==> src/rtl/ctl_reg_pkg.sv <==
package ctl_reg_pkg;
   typedef enum logic [1:0] {
      MODE_NORMAL  = 2'b00,
      MODE_ACTIVE  = 2'b01,
      MODE_PASSIVE = 2'b10
   } ctl_mode_e;

   // bit positions inside control register 0 (decoded by the mode logic)
   localparam int unsigned MUTE_POS  = 0;
   localparam int unsigned ACT_POS   = 1;
   localparam int unsigned PAS_POS   = 2;
   localparam int unsigned CLR_POS   = 3;
endpackage

==> src/rtl/ctl_reg_file.sv <==
module ctl_reg_file #(
   parameter int unsigned NREG     = 4,
   parameter int unsigned DW       = 8,
   parameter int unsigned AW       = 2,
   parameter logic [NREG*DW-1:0] DEFAULTS = '0,
   parameter int unsigned HIDE_POS = 3,
   parameter bit          HIDE_EN  = 1'b1
) (
   input  logic                     clk,
   input  logic                     rst_n,
   input  logic                     dip_rst,
   input  logic                     wr_en,
   input  logic [AW-1:0]            wr_addr,
   input  logic [DW-1:0]            wr_data,
   input  logic [AW-1:0]            rd_addr,
   output logic [DW-1:0]            rd_data,
   output logic [NREG-1:0][DW-1:0]  img
);
   localparam logic [DW-1:0] HIDE_MASK = {{(DW-1){1'b0}}, 1'b1} << HIDE_POS;

   logic [DW-1:0] raw;

   always_ff @(posedge clk or negedge rst_n) begin
      if (!rst_n)          img <= DEFAULTS;
      else if (dip_rst)    img <= DEFAULTS;
      else if (wr_en)      img[wr_addr] <= wr_data;
   end

   assign raw = img[rd_addr];

   generate
      if (HIDE_EN) begin : g_hide
         assign rd_data = (rd_addr == AW'(0)) ? (raw & ~HIDE_MASK) : raw;
      end else begin : g_plain
         assign rd_data = raw;
      end
   endgenerate

   AST_IMG_HOLD: assert property (@(posedge clk) disable iff (!rst_n)
      (!wr_en && !dip_rst) |=> $stable(img));
   AST_DIP_LOAD: assert property (@(posedge clk) disable iff (!rst_n)
      dip_rst |=> (img == DEFAULTS));
endmodule

==> src/rtl/ctl_dflt_cmp.sv <==
module ctl_dflt_cmp #(
   parameter int unsigned NBITS = 32,
   parameter logic [NBITS-1:0] DEFAULTS = '0
) (
   input  logic [NBITS-1:0] flat,
   output logic             match
);
   logic [NBITS-1:0] eq;

   generate
      for (genvar i = 0; i < NBITS; i++) begin : g_bit
         assign eq[i] = ~(flat[i] ^ DEFAULTS[i]);
      end
   endgenerate

   assign match = &eq;
endmodule

==> src/rtl/ctl_mode_dec.sv <==
module ctl_mode_dec
   import ctl_reg_pkg::*;
(
   input  logic      clk,
   input  logic      rst_n,
   input  logic      mute_bit,
   input  logic      act_bit,
   input  logic      pas_bit,
   input  logic      automute_in,
   output ctl_mode_e mode,
   output logic      mute_o,
   output logic      core_en,
   output logic      path_en,
   output logic      discharge_en
);
   always_comb begin
      if (pas_bit)      mode = MODE_PASSIVE;
      else if (act_bit) mode = MODE_ACTIVE;
      else              mode = MODE_NORMAL;
   end

   assign mute_o       = mute_bit | (mode == MODE_ACTIVE) | automute_in;
   assign core_en      = (mode == MODE_NORMAL);
   assign path_en      = (mode != MODE_PASSIVE);
   assign discharge_en = (mode == MODE_PASSIVE);

   AST_PASSIVE_WINS: assert property (@(posedge clk) disable iff (!rst_n)
      pas_bit |-> (mode == MODE_PASSIVE));
   AST_ACTIVE_MUTES: assert property (@(posedge clk) disable iff (!rst_n)
      (mode == MODE_ACTIVE) |-> mute_o);
   AST_DISCH_EXCL: assert property (@(posedge clk) disable iff (!rst_n)
      discharge_en |-> (!core_en && !path_en));
endmodule

==> src/rtl/ctl_reg_bank.sv <==
module ctl_reg_bank
   import ctl_reg_pkg::*;
#(
   parameter int unsigned NREG = 4,
   parameter int unsigned DW   = 8,
   parameter int unsigned AW   = (NREG > 1) ? $clog2(NREG) : 1,
   parameter logic [NREG*DW-1:0] DEFAULTS = 32'h5A_00_C3_01,
   parameter bit          HIDE_CLR = 1'b1
) (
   input  logic          clk,
   input  logic          rst_n,
   input  logic          dip_rst,
   input  logic          wr_en,
   input  logic [AW-1:0] wr_addr,
   input  logic [DW-1:0] wr_data,
   input  logic [AW-1:0] rd_addr,
   output logic [DW-1:0] rd_data,
   input  logic          automute_in,
   output logic [1:0]    mode_o,
   output logic          mute_o,
   output logic          core_en,
   output logic          path_en,
   output logic          discharge_en,
   output logic          por_flag
);
   localparam int unsigned NBITS = NREG * DW;

   generate
      if (DW <= CLR_POS) begin : g_bad_width
         $error("ctl_reg_bank: DW must hold the control bits");
      end
      if ((1 << AW) != NREG) begin : g_bad_depth
         $error("ctl_reg_bank: NREG must equal 2**AW");
      end
      if (DEFAULTS[CLR_POS] != 1'b0) begin : g_bad_clr
         $error("ctl_reg_bank: clear request default must be 0");
      end
   endgenerate

   logic [NREG-1:0][DW-1:0] img;
   ctl_mode_e               mode;

   ctl_reg_file #(
      .NREG(NREG), .DW(DW), .AW(AW), .DEFAULTS(DEFAULTS),
      .HIDE_POS(CLR_POS), .HIDE_EN(HIDE_CLR)
   ) u_file (
      .clk(clk), .rst_n(rst_n), .dip_rst(dip_rst),
      .wr_en(wr_en), .wr_addr(wr_addr), .wr_data(wr_data),
      .rd_addr(rd_addr), .rd_data(rd_data), .img(img)
   );

   ctl_dflt_cmp #(.NBITS(NBITS), .DEFAULTS(DEFAULTS)) u_cmp (
      .flat(img), .match(por_flag)
   );

   ctl_mode_dec u_dec (
      .clk(clk), .rst_n(rst_n),
      .mute_bit(img[0][MUTE_POS]), .act_bit(img[0][ACT_POS]),
      .pas_bit(img[0][PAS_POS]), .automute_in(automute_in),
      .mode(mode), .mute_o(mute_o), .core_en(core_en),
      .path_en(path_en), .discharge_en(discharge_en)
   );

   assign mode_o = mode;

   AST_CLR_BREAKS: assert property (@(posedge clk) disable iff (!rst_n)
      img[0][CLR_POS] |-> !por_flag);
   AST_DIP_MATCH: assert property (@(posedge clk) disable iff (!rst_n)
      dip_rst |=> por_flag);
   AST_MODE_LEGAL: assert property (@(posedge clk) disable iff (!rst_n)
      $onehot0(mode_o));
endmodule

==> config.mk <==
export PLATFORM = sky130hd
export DESIGN_NAME = ctl_reg_bank
export DESIGN_NICKNAME = d
export VERILOG_FILES = /design/src/rtl/ctl_reg_pkg.sv /design/src/rtl/ctl_reg_file.sv /design/src/rtl/ctl_dflt_cmp.sv /design/src/rtl/ctl_mode_dec.sv /design/src/rtl/ctl_reg_bank.sv
export SDC_FILE = /design/constraint.sdc
export NUM_CORES = 1
export LEC_CHECK = 0
export BUFFER_PORTS_ARGS = -buffer_cell sky130_fd_sc_hd__buf_2
export CORE_ASPECT_RATIO = 1.1
export CORE_MARGIN = 3
export CORE_UTILIZATION = 58
export CTS_CLUSTER_SIZE = 20
export DETAILED_ROUTE_END_ITERATION = 10
export PLACE_DENSITY = 0.93
export SLEW_MARGIN = 10
export SYNTH_ARGS = -nofsm -noshare
export SYNTH_HDL_FRONTEND = slang
export SYNTH_SLANG_ARGS = --single-unit
==> constraint.sdc <==
create_clock -name clk -period 3.1 [get_ports clk]
set_input_delay 0.31 -clock clk [delete_from_list [all_inputs] [get_ports clk]]
set_output_delay 0.31 -clock clk [all_outputs]
set_load 0.005 [all_outputs]
Word level (Yosys, flattened, before mapping)

Cells that the tools add are included.

Magnitude comparators: 3
Bitwise logic cells: 25
Equal/unequal tests: 3
Reductions and logical operators: 5
Multiplexer cells: 10

Operators with widths:

| cell                 | number |
|---|---|
| $mux W32             | 2 |
| $bwmux W32           | 1 |
| $reduce_and A32 Y1   | 1 |
| $not A1 Y1           | 23 |
| $bmux W8 S2          | 1 |
| $demux W8 S2         | 1 |
| $mux W8              | 2 |
| $lt A2 B3 Y1 const B | 2 |
| $logic_not A2 Y1     | 2 |
| $mux W4              | 1 |
| $eq A2 B1 Y1 const B | 1 |
| $eq A2 B2 Y1 const B | 1 |
| $ge A2 B1 Y1 const B | 1 |
| $mux W2              | 1 |
| $ne A2 B2 Y1 const B | 1 |
| $or A1 B1 Y1         | 2 |
| $reduce_bool A2 Y1   | 1 |
| $logic_and A1 B1 Y1  | 1 |
| $mux W1              | 1 |

Word-level logic and storage cells: 50
Register bits: 32
Bits of input ports: 17

Longest topological paths before layout

Gate-level depths: netlist of the first run.

Word-level depth: 7
Gate-level depth with buffers: 4
Depth with buffers taken out: 3

By module

Synthesis of the first run repeated with hierarchy kept, for this count alone.

Cell total of the unflattened synthesis: 156
Area total of the unflattened synthesis: 1815.5 µm²

By module, submodules not included:

| module       | area an instance (µm²) | cells each | sequential area each (µm²) | instances |
|---|---|---|---|---|
| ctl_reg_file | 1679.1                 | 138        | 812.0                      | 1 |
| ctl_dflt_cmp | 102.6                  | 12         | 0.0                        | 1 |
| ctl_mode_dec | 33.8                   | 6          | 0.0                        | 1 |

Least setup slack after synthesis of the first run

Ideal clock, no wire load.

Path kind: in2out
Start point: input rd_addr[0]
End point: output rd_data[0]
Setup slack: 1.737 ns
Stages on the path: 2
Arrival time: 1.053 ns
Path buffers: 1
Cell sequence: buf_2 > mux4_2

Longest elaborated chain between the ends: 3

RTL lines:

| element                       | RTL line           | RTL |
|---|---|---|
| start, declared               | ctl_reg_bank.sv:16 | `input logic [AW-1:0] rd_addr,` |
| $bmux W8 S2                   | ctl_reg_file.sv:29 | `assign raw = img[rd_addr];` |
| $mux W8 (not written as such) | ctl_reg_file.sv:29 |  |
| $mux W4                       | ctl_reg_file.sv:33 | `assign rd_data = (rd_addr == AW'(0)) ? (raw & ~HIDE_MASK) : raw;` |
| end, declared                 | ctl_reg_bank.sv:17 | `output logic [DW-1:0] rd_data,` |

Every way passes these cells. The select of a mux whose other input is x is not followed.

Final worst setup path of the first run

Start point: register u_file.img[27] in the netlist's numbering
End point: output por_flag

Longest elaborated chain between the ends: 1

RTL lines:

| element                         | RTL line           | RTL |
|---|---|---|
| start, declared                 | ctl_reg_file.sv:17 | `output logic [NREG-1:0][DW-1:0] img` |
| start signal, assigned by index | ctl_reg_file.sv:26 | `else if (wr_en) img[wr_addr] <= wr_data;` |
| $reduce_and A32 Y1              | ctl_dflt_cmp.sv:16 | `assign match = &eq;` |
| end, declared                   | ctl_reg_bank.sv:24 | `output logic por_flag` |

Every way passes these cells.

==> flow_summary_export.csv, run 1 <==
group,metric,value,unit
critical_path,required,2.79,ns
cts,clock_path_buffers,2,
placed_design,dp_hpwl,2560,um
routing,drt-total-wl,3590,um
floorplanning,die_w,57.0,um
placed_design,numPortBuffers,31,
final_layout,fill_cells,205,
final_layout,largest-register,"u_file.img",
yosys,synth_compound_area_share,4.44,%
sta,tightest_slew,0.802,ns
critical_path,crit_type,"register to primary output",
final_layout,layout_common_cells,"buf_2, nor2_1, dfrtp_1",
yosys,synth.largest_area_cell,"dfrtp_1",
floorplanning,start_util,63.5,%
yosys,synthFlopType,"dfrtp_1",
final_layout,biggestRegsByFlops,"u_file.img: 32 flops",
yosys,synthCells,150,
floorplanning,rows,19,
sta,slew_violations,0,
grt,grt-ovfl-total,0,
floorplanning,ios,32,
grt,antenna_found_initial,0,
grt,grt_max_degree,33,
outcome,status,"completed",
yosys,muxShareOfSynthArea,21.6,%
final_layout,seqCellArea,812,sq um
yosys,yosys.area_share.simple,19.9,%
sta,final.setup.tns,0,ns
final_layout,layout-drive-gt1-share,33.7,%
placed_design,place_congestion,0.803,
sta,finalHoldViolCount,0,
final_layout,nets,194,
critical_path,cp_max_fo,3,
yosys,syn_nets,167,
yosys,yosys.area.top_type_share,34.6,%
yosys,synth-edff-count,0,
final_layout,syn_to_final_growth,10.6,%
floorplanning,core,2620,sq um
yosys,yosys-top-cells-area,"dfrtp_1, dfstp_2, mux2i_1",
yosys,synth_warnings,0,
critical_path,critPathMaxStageDelay,0.56,ns
power,ir_worst_vdd,0.321,mV
sta,slew-limit-headroom,46.3,%
cts,cts_root_buf,"clkbuf_4",
yosys,yosys_register_bits,32,
floorplanning,die_h,62.1,um
critical_path,critPathLaunchType,"register",
final_layout,antennaDiodeCount,0,
cts,clkTransAtPathRegs,0.10,ns
cts,cts-resized-gates,0,
sta,max_freq,514,MHz
cts,cts_buffers,5,
grt,grt_pass1_vias,1339,
sta,fin_skew,0,ns
routing,detailedRoute.firstIterationViolations,42,
critical_path,path_cells,"nor4bb_1, nand4_1, nor2_1, buf_2",
cts,worst_skew_pair.late_latency,0.32,ns
yosys,synthAdderAreaFrac,0,%
power,total_leakage_power,0.916,nW
final_layout,largest_reg_flops,32,
cts,cts_tree,"built",
critical_path,rr_startpoint,"u_file.img[0]$_DFFE_PN1P_",
final_layout,final_area,1840,sq um
floorplanning,die_area,3540,sq um
critical_path,r2r_setup_slack,2.22,ns
min_path,hp-class,"input port to async pin",
routing,dr.pass1.iters,4,
cts,cts_max_level,2,
sta,rsz0062_at_grt,"false",
routing,via_per_inst,5.88,
sta,fin_crit_sh,62.8,%
routing,vias,1229,
cts,cts.sinks,32,
yosys,synth.yosys.seq_area_share,48.9,%
yosys,synth_cell_types,27,
placed_design,placed_area,1790,sq um
grt,grt_pass1_wl,6200,um
routing,routedWlPerCell,17.2,um
critical_path,rr_worst_depth,2,
final_layout,layout_commonest_cell,"buf_2",
sta,period_minus_slack,1.95,ns
yosys,synth-xor-area-share,0,%
sta,setup_viol,0,
critical_path,crit_path_end_kind,"primary output",
cts,cts_setup_buffers,0,
routing,drt_drc_violations_left,0,
routing,ant_nets,0,
yosys,synth_area,1660,sq um
flow_run,maxCapViolCount,0,
power,power-per-cell-area,430,nW/um^2
final_layout,multi_input_area,763,sq um
yosys,avgSynthCellArea,11.1,sq um
critical_path,worstPathArrival,1.64,ns
critical_path,slowest_stage,"dfstp_2",
grt,track_usage,22.5,%
yosys,async_flop_share,100,%
yosys,synth_top_family_by_area,"multiplexers",
cts,ctsHoldBuffers,0,
critical_path,r2r_end,"u_file.img[0]$_DFFE_PN1P_",
-- worst max-delay path: cells and delay by family, from the launching register on --
family	cells	cell delay, ns
AND/OR/NAND/NOR	3	0.63
buffers and inverters	1	0.13
flip-flops	1	0.56
-- through the flow --
stage               instances  utilization [%]  power, W  hold WS, ns  setup WS, ns
floorplan                 150                -  0.000530       0.0144          1.74
global placement          201             68.4  0.000574        0.378          1.53
detailed placement        201             68.4  0.000579        0.385          1.47
CTS                       209             70.3  0.000798       0.0279          1.16
global route              209             70.3  0.000838       0.0527          1.11
finish                    209             70.3  0.000790       0.0219          1.15
-- how the worst max path moves through the flow --
stage,endpoint,start,cells after the start
after CTS,por_flag,u_file.img[27]$_DFFE_PN1P_,4
after detailed placement,u_file.img[3]$_DFFE_PN0P_,wr_addr[1],4
final,por_flag,u_file.img[27]$_DFFE_PN1P_,4
after global placement,rd_data[5],rd_addr[0],3
after floorplan,rd_data[0],rd_addr[0],2
after global routing,por_flag,u_file.img[27]$_DFFE_PN1P_,4
-- layout make-up --
cell class	instances	area share (%)
Clock inverter	1	0.272
Inverter	5	1.02
Tap cell	31	2.11
Sequential cell	32	44.2
Timing Repair Buffer	31	8.44
Clock buffer	7	2.45
Multi-Input combinational cell	102	41.5
-- synthesized netlist by cell type, types with 3 or more instances --
cell      number
nor2_1        25
dfrtp_1       23
mux2i_1       19
nand2_1       18
dfstp_2        9
mux4_2         7
nand3b_1       6
inv_1          5
a211o_2        4
a21oi_1        4
clkbuf_1       4
nor4b_1        4
buf_2          3
-- cells by family after synthesis --
group,after synthesis
AOI/OAI and AO/OA,10
buffers and inverters,16
and+or+nand+nor,65
DFF,32
muxes,27
-- layer usage --
layer	GRT usage, %	wire length [um]
met2	38.4	1900
met4	9.28	40
met5	0	0
met3	4.97	232
met1	27.1	1410
-- power breakdown --
group / internal [W] / switching [W] / total, W
sequential: 0.000438 / 0.0000134 / 0.000451
clock: 0.0000883 / 0.000131 / 0.000219
combinational: 0.0000564 / 0.0000640 / 0.000120
total: 0.000582 / 0.000208 / 0.000790
(Power assumes the default switching activity.)
==> run 2, diff against run 1 <==
--- a/config.mk
+++ b/config.mk
@@ -8,10 +8,10 @@
 export BUFFER_PORTS_ARGS = -buffer_cell sky130_fd_sc_hd__buf_2
 export CORE_ASPECT_RATIO = 1.1
 export CORE_MARGIN = 3
-export CORE_UTILIZATION = 58
+export CORE_UTILIZATION = 49
 export CTS_CLUSTER_SIZE = 20
 export DETAILED_ROUTE_END_ITERATION = 10
-export PLACE_DENSITY = 0.93
+export PLACE_DENSITY = 0.85
 export SLEW_MARGIN = 10
 export SYNTH_ARGS = -nofsm -noshare
 export SYNTH_HDL_FRONTEND = slang
==> constraint.sdc (replaced) <==
create_clock -name clk -period 1.75 [get_ports clk]
set_input_delay 0.175 -clock clk [delete_from_list [all_inputs] [get_ports clk]]
set_output_delay 0.175 -clock clk [all_outputs]
set_load 0.005 [all_outputs]
==> run 2 against run 1 <==
First-iteration DRC count is 130% higher; core utilization is 8.1 points lower; combinational power is 93% higher; largest cell class unchanged.
==> flow_summary_export.csv, run 2 (synthesis results as in run 1) <==
group,metric,value,unit
outcome,status,"completed",
final_layout,largest-register,"u_file.img",
cts,worst_skew_pair.late_latency,0.33,ns
sta,final.setup.tns,0,ns
final_layout,layout_commonest_cell,"buf_2",
routing,detailedRoute.firstIterationViolations,96,
cts,cts_max_level,2,
power,total_power,0.00159,W
final_layout,syn_to_final_growth,18.0,%
critical_path,rr_startpoint,"u_file.img[2]$_DFFE_PN0P_",
sta,slew-limit-headroom,52.4,%
cts,clock_path_buffers,2,
routing,drt-total-wl,3790,um
sta,fin_crit_sh,97.3,%
critical_path,cp-endpoint,"por_flag",
critical_path,path_cells,"nor4bb_2, nand4_1, nor2_1, buf_2",
routing,ant_nets,0,
cts,clkTransAtPathRegs,0.11,ns
final_layout,biggestRegsByFlops,"u_file.img: 32 flops",
final_layout,layout-drive-gt1-share,39.7,%
power,ir_worst_vdd,0.402,mV
critical_path,r2r_end,"u_file.img[2]$_DFFE_PN0P_",
sta,max_freq,588,MHz
critical_path,worstSetupStartpoint,"u_file.img[27]$_DFFE_PN1P_",
critical_path,required,1.57,ns
floorplanning,core,3150,sq um
routing,vias,1274,
sta,setup_viol,0,
grt,grt_pass1_vias,1291,
placed_design,dp_hpwl,2610,um
grt,grt_pass1_wl,6150,um
power,power-per-cell-area,812,nW/um^2
final_layout,multi_input_area,803,sq um
cts,cts_buffers,5,
floorplanning,die_h,67.1,um
grt,antenna_found_initial,0,
flow_run,maxCapViolCount,0,
sta,finalHoldViolCount,0,
critical_path,crit_path_end_kind,"primary output",
grt,track_usage,20.8,%
critical_path,worstPathArrival,1.53,ns
floorplanning,die_area,4130,sq um
critical_path,critPathMaxStageDelay,0.55,ns
sta,period_minus_slack,1.70,ns
final_layout,antennaDiodeCount,0,
cts,cts.sinks,32,
placed_design,place_congestion,0.869,
final_layout,final_core_util,62.2,%
routing,dr.pass1.iters,4,
floorplanning,start_util,52.7,%
final_layout,layout_common_cells,"buf_2, nor2_1, dfrtp_1",
critical_path,cp_max_fo,3,
cts,cts_tree,"built",
grt,grt-ovfl-total,0,
power,total_leakage_power,0.972,nW
routing,routedWlPerCell,17.4,um
sta,setup_ws,0.0479,ns
critical_path,crit_type,"register to primary output",
min_path,hp-class,"input port to register",
placed_design,numPortBuffers,31,
sta,fin_skew,0,ns
final_layout,fill_cells,252,
final_layout,seqCellArea,813,sq um
final_layout,nets,200,
critical_path,slowest_stage,"dfstp_2",
routing,drt_drc_violations_left,0,
final_layout,largest_reg_flops,32,
sta,slew_violations,0,
critical_path,r2r_setup_slack,0.82,ns
floorplanning,die_w,61.5,um
sta,tightest_slew,0.715,ns
floorplanning,ios,32,
critical_path,critPathLaunchType,"register",
placed_design,pre_cts_ws,0.394,ns
critical_path,rr_worst_depth,3,
floorplanning,rows,21,
routing,via_per_inst,5.84,
grt,grt_max_degree,33,
cts,cts_root_buf,"clkbuf_4",
[run 2: where the power goes]
| part | switching, W | internal, W |
|---|---|---|
| sequential | 0.0000256 | 0.000775 |
| combinational | 0.000118 | 0.000113 |
| clock | 0.000263 | 0.000298 |
[run 2: critical path: cells and delay by family (launching register included)]
kind                   cells  cell delay (ns)
buffers and inverters      1             0.12
DFF                        1             0.55
and+or+nand+nor            3             0.53
[run 2: layout make-up]
cell class / count / area share [%]
clock inverter: 3 / 2.17
tap: 34 / 2.17
multi-input combinational: 102 / 41.0
inverter: 5 / 0.957
clock buffer: 5 / 1.91
timing repair buffer: 37 / 10.3
sequential: 32 / 41.5
[run 2: worst min path at each step]
stage / from / end / slack (ns) / cells past startpoint
2_1_floorplan: rst_n / u_file.img[10]$_DFFE_PN0P_ / -0.12 / 0
3_3_place_gp: rst_n / u_file.img[16]$_DFFE_PN0P_ / 0.25 / 1
3_5_place_dp: rst_n / u_file.img[16]$_DFFE_PN0P_ / 0.26 / 1
4_1_cts: wr_data[4] / u_file.img[28]$_DFFE_PN1P_ / 0.07 / 3
5_1_grt: wr_data[4] / u_file.img[28]$_DFFE_PN1P_ / 0.05 / 3
6_report: wr_data[4] / u_file.img[28]$_DFFE_PN1P_ / 0.09 / 3
[run 2: repair_timing]
action / 4_1_cts / 5_1_grt
hold buffers: 1 / 0
resized for setup: 0 / 7
setup endpoints to repair: 0 / 1
endpoints found under the hold margin: 23 / 0
setup buffers: 0 / 2
[run 2: stage by stage]
step | area, sq um | cells | hold WS [ns]
finish | 1960 | 218 | 0.0858
global route | 1960 | 218 | 0.0524
CTS | 1900 | 216 | 0.0666
detailed placement | 1810 | 207 | 0.264
global placement | 1810 | 207 | 0.248
floorplan | 1660 | 150 | -0.121
[run 2: layer usage]
layer  vias to the layer above  track usage [%]  share of wire [%]
met5                         -                0                  0
met4                         0             8.75                1.7
met3                         6             5.43                5.7
met2                        45             32.6                 52
met1                       635             26.6                 40
li1                        588                -                  -
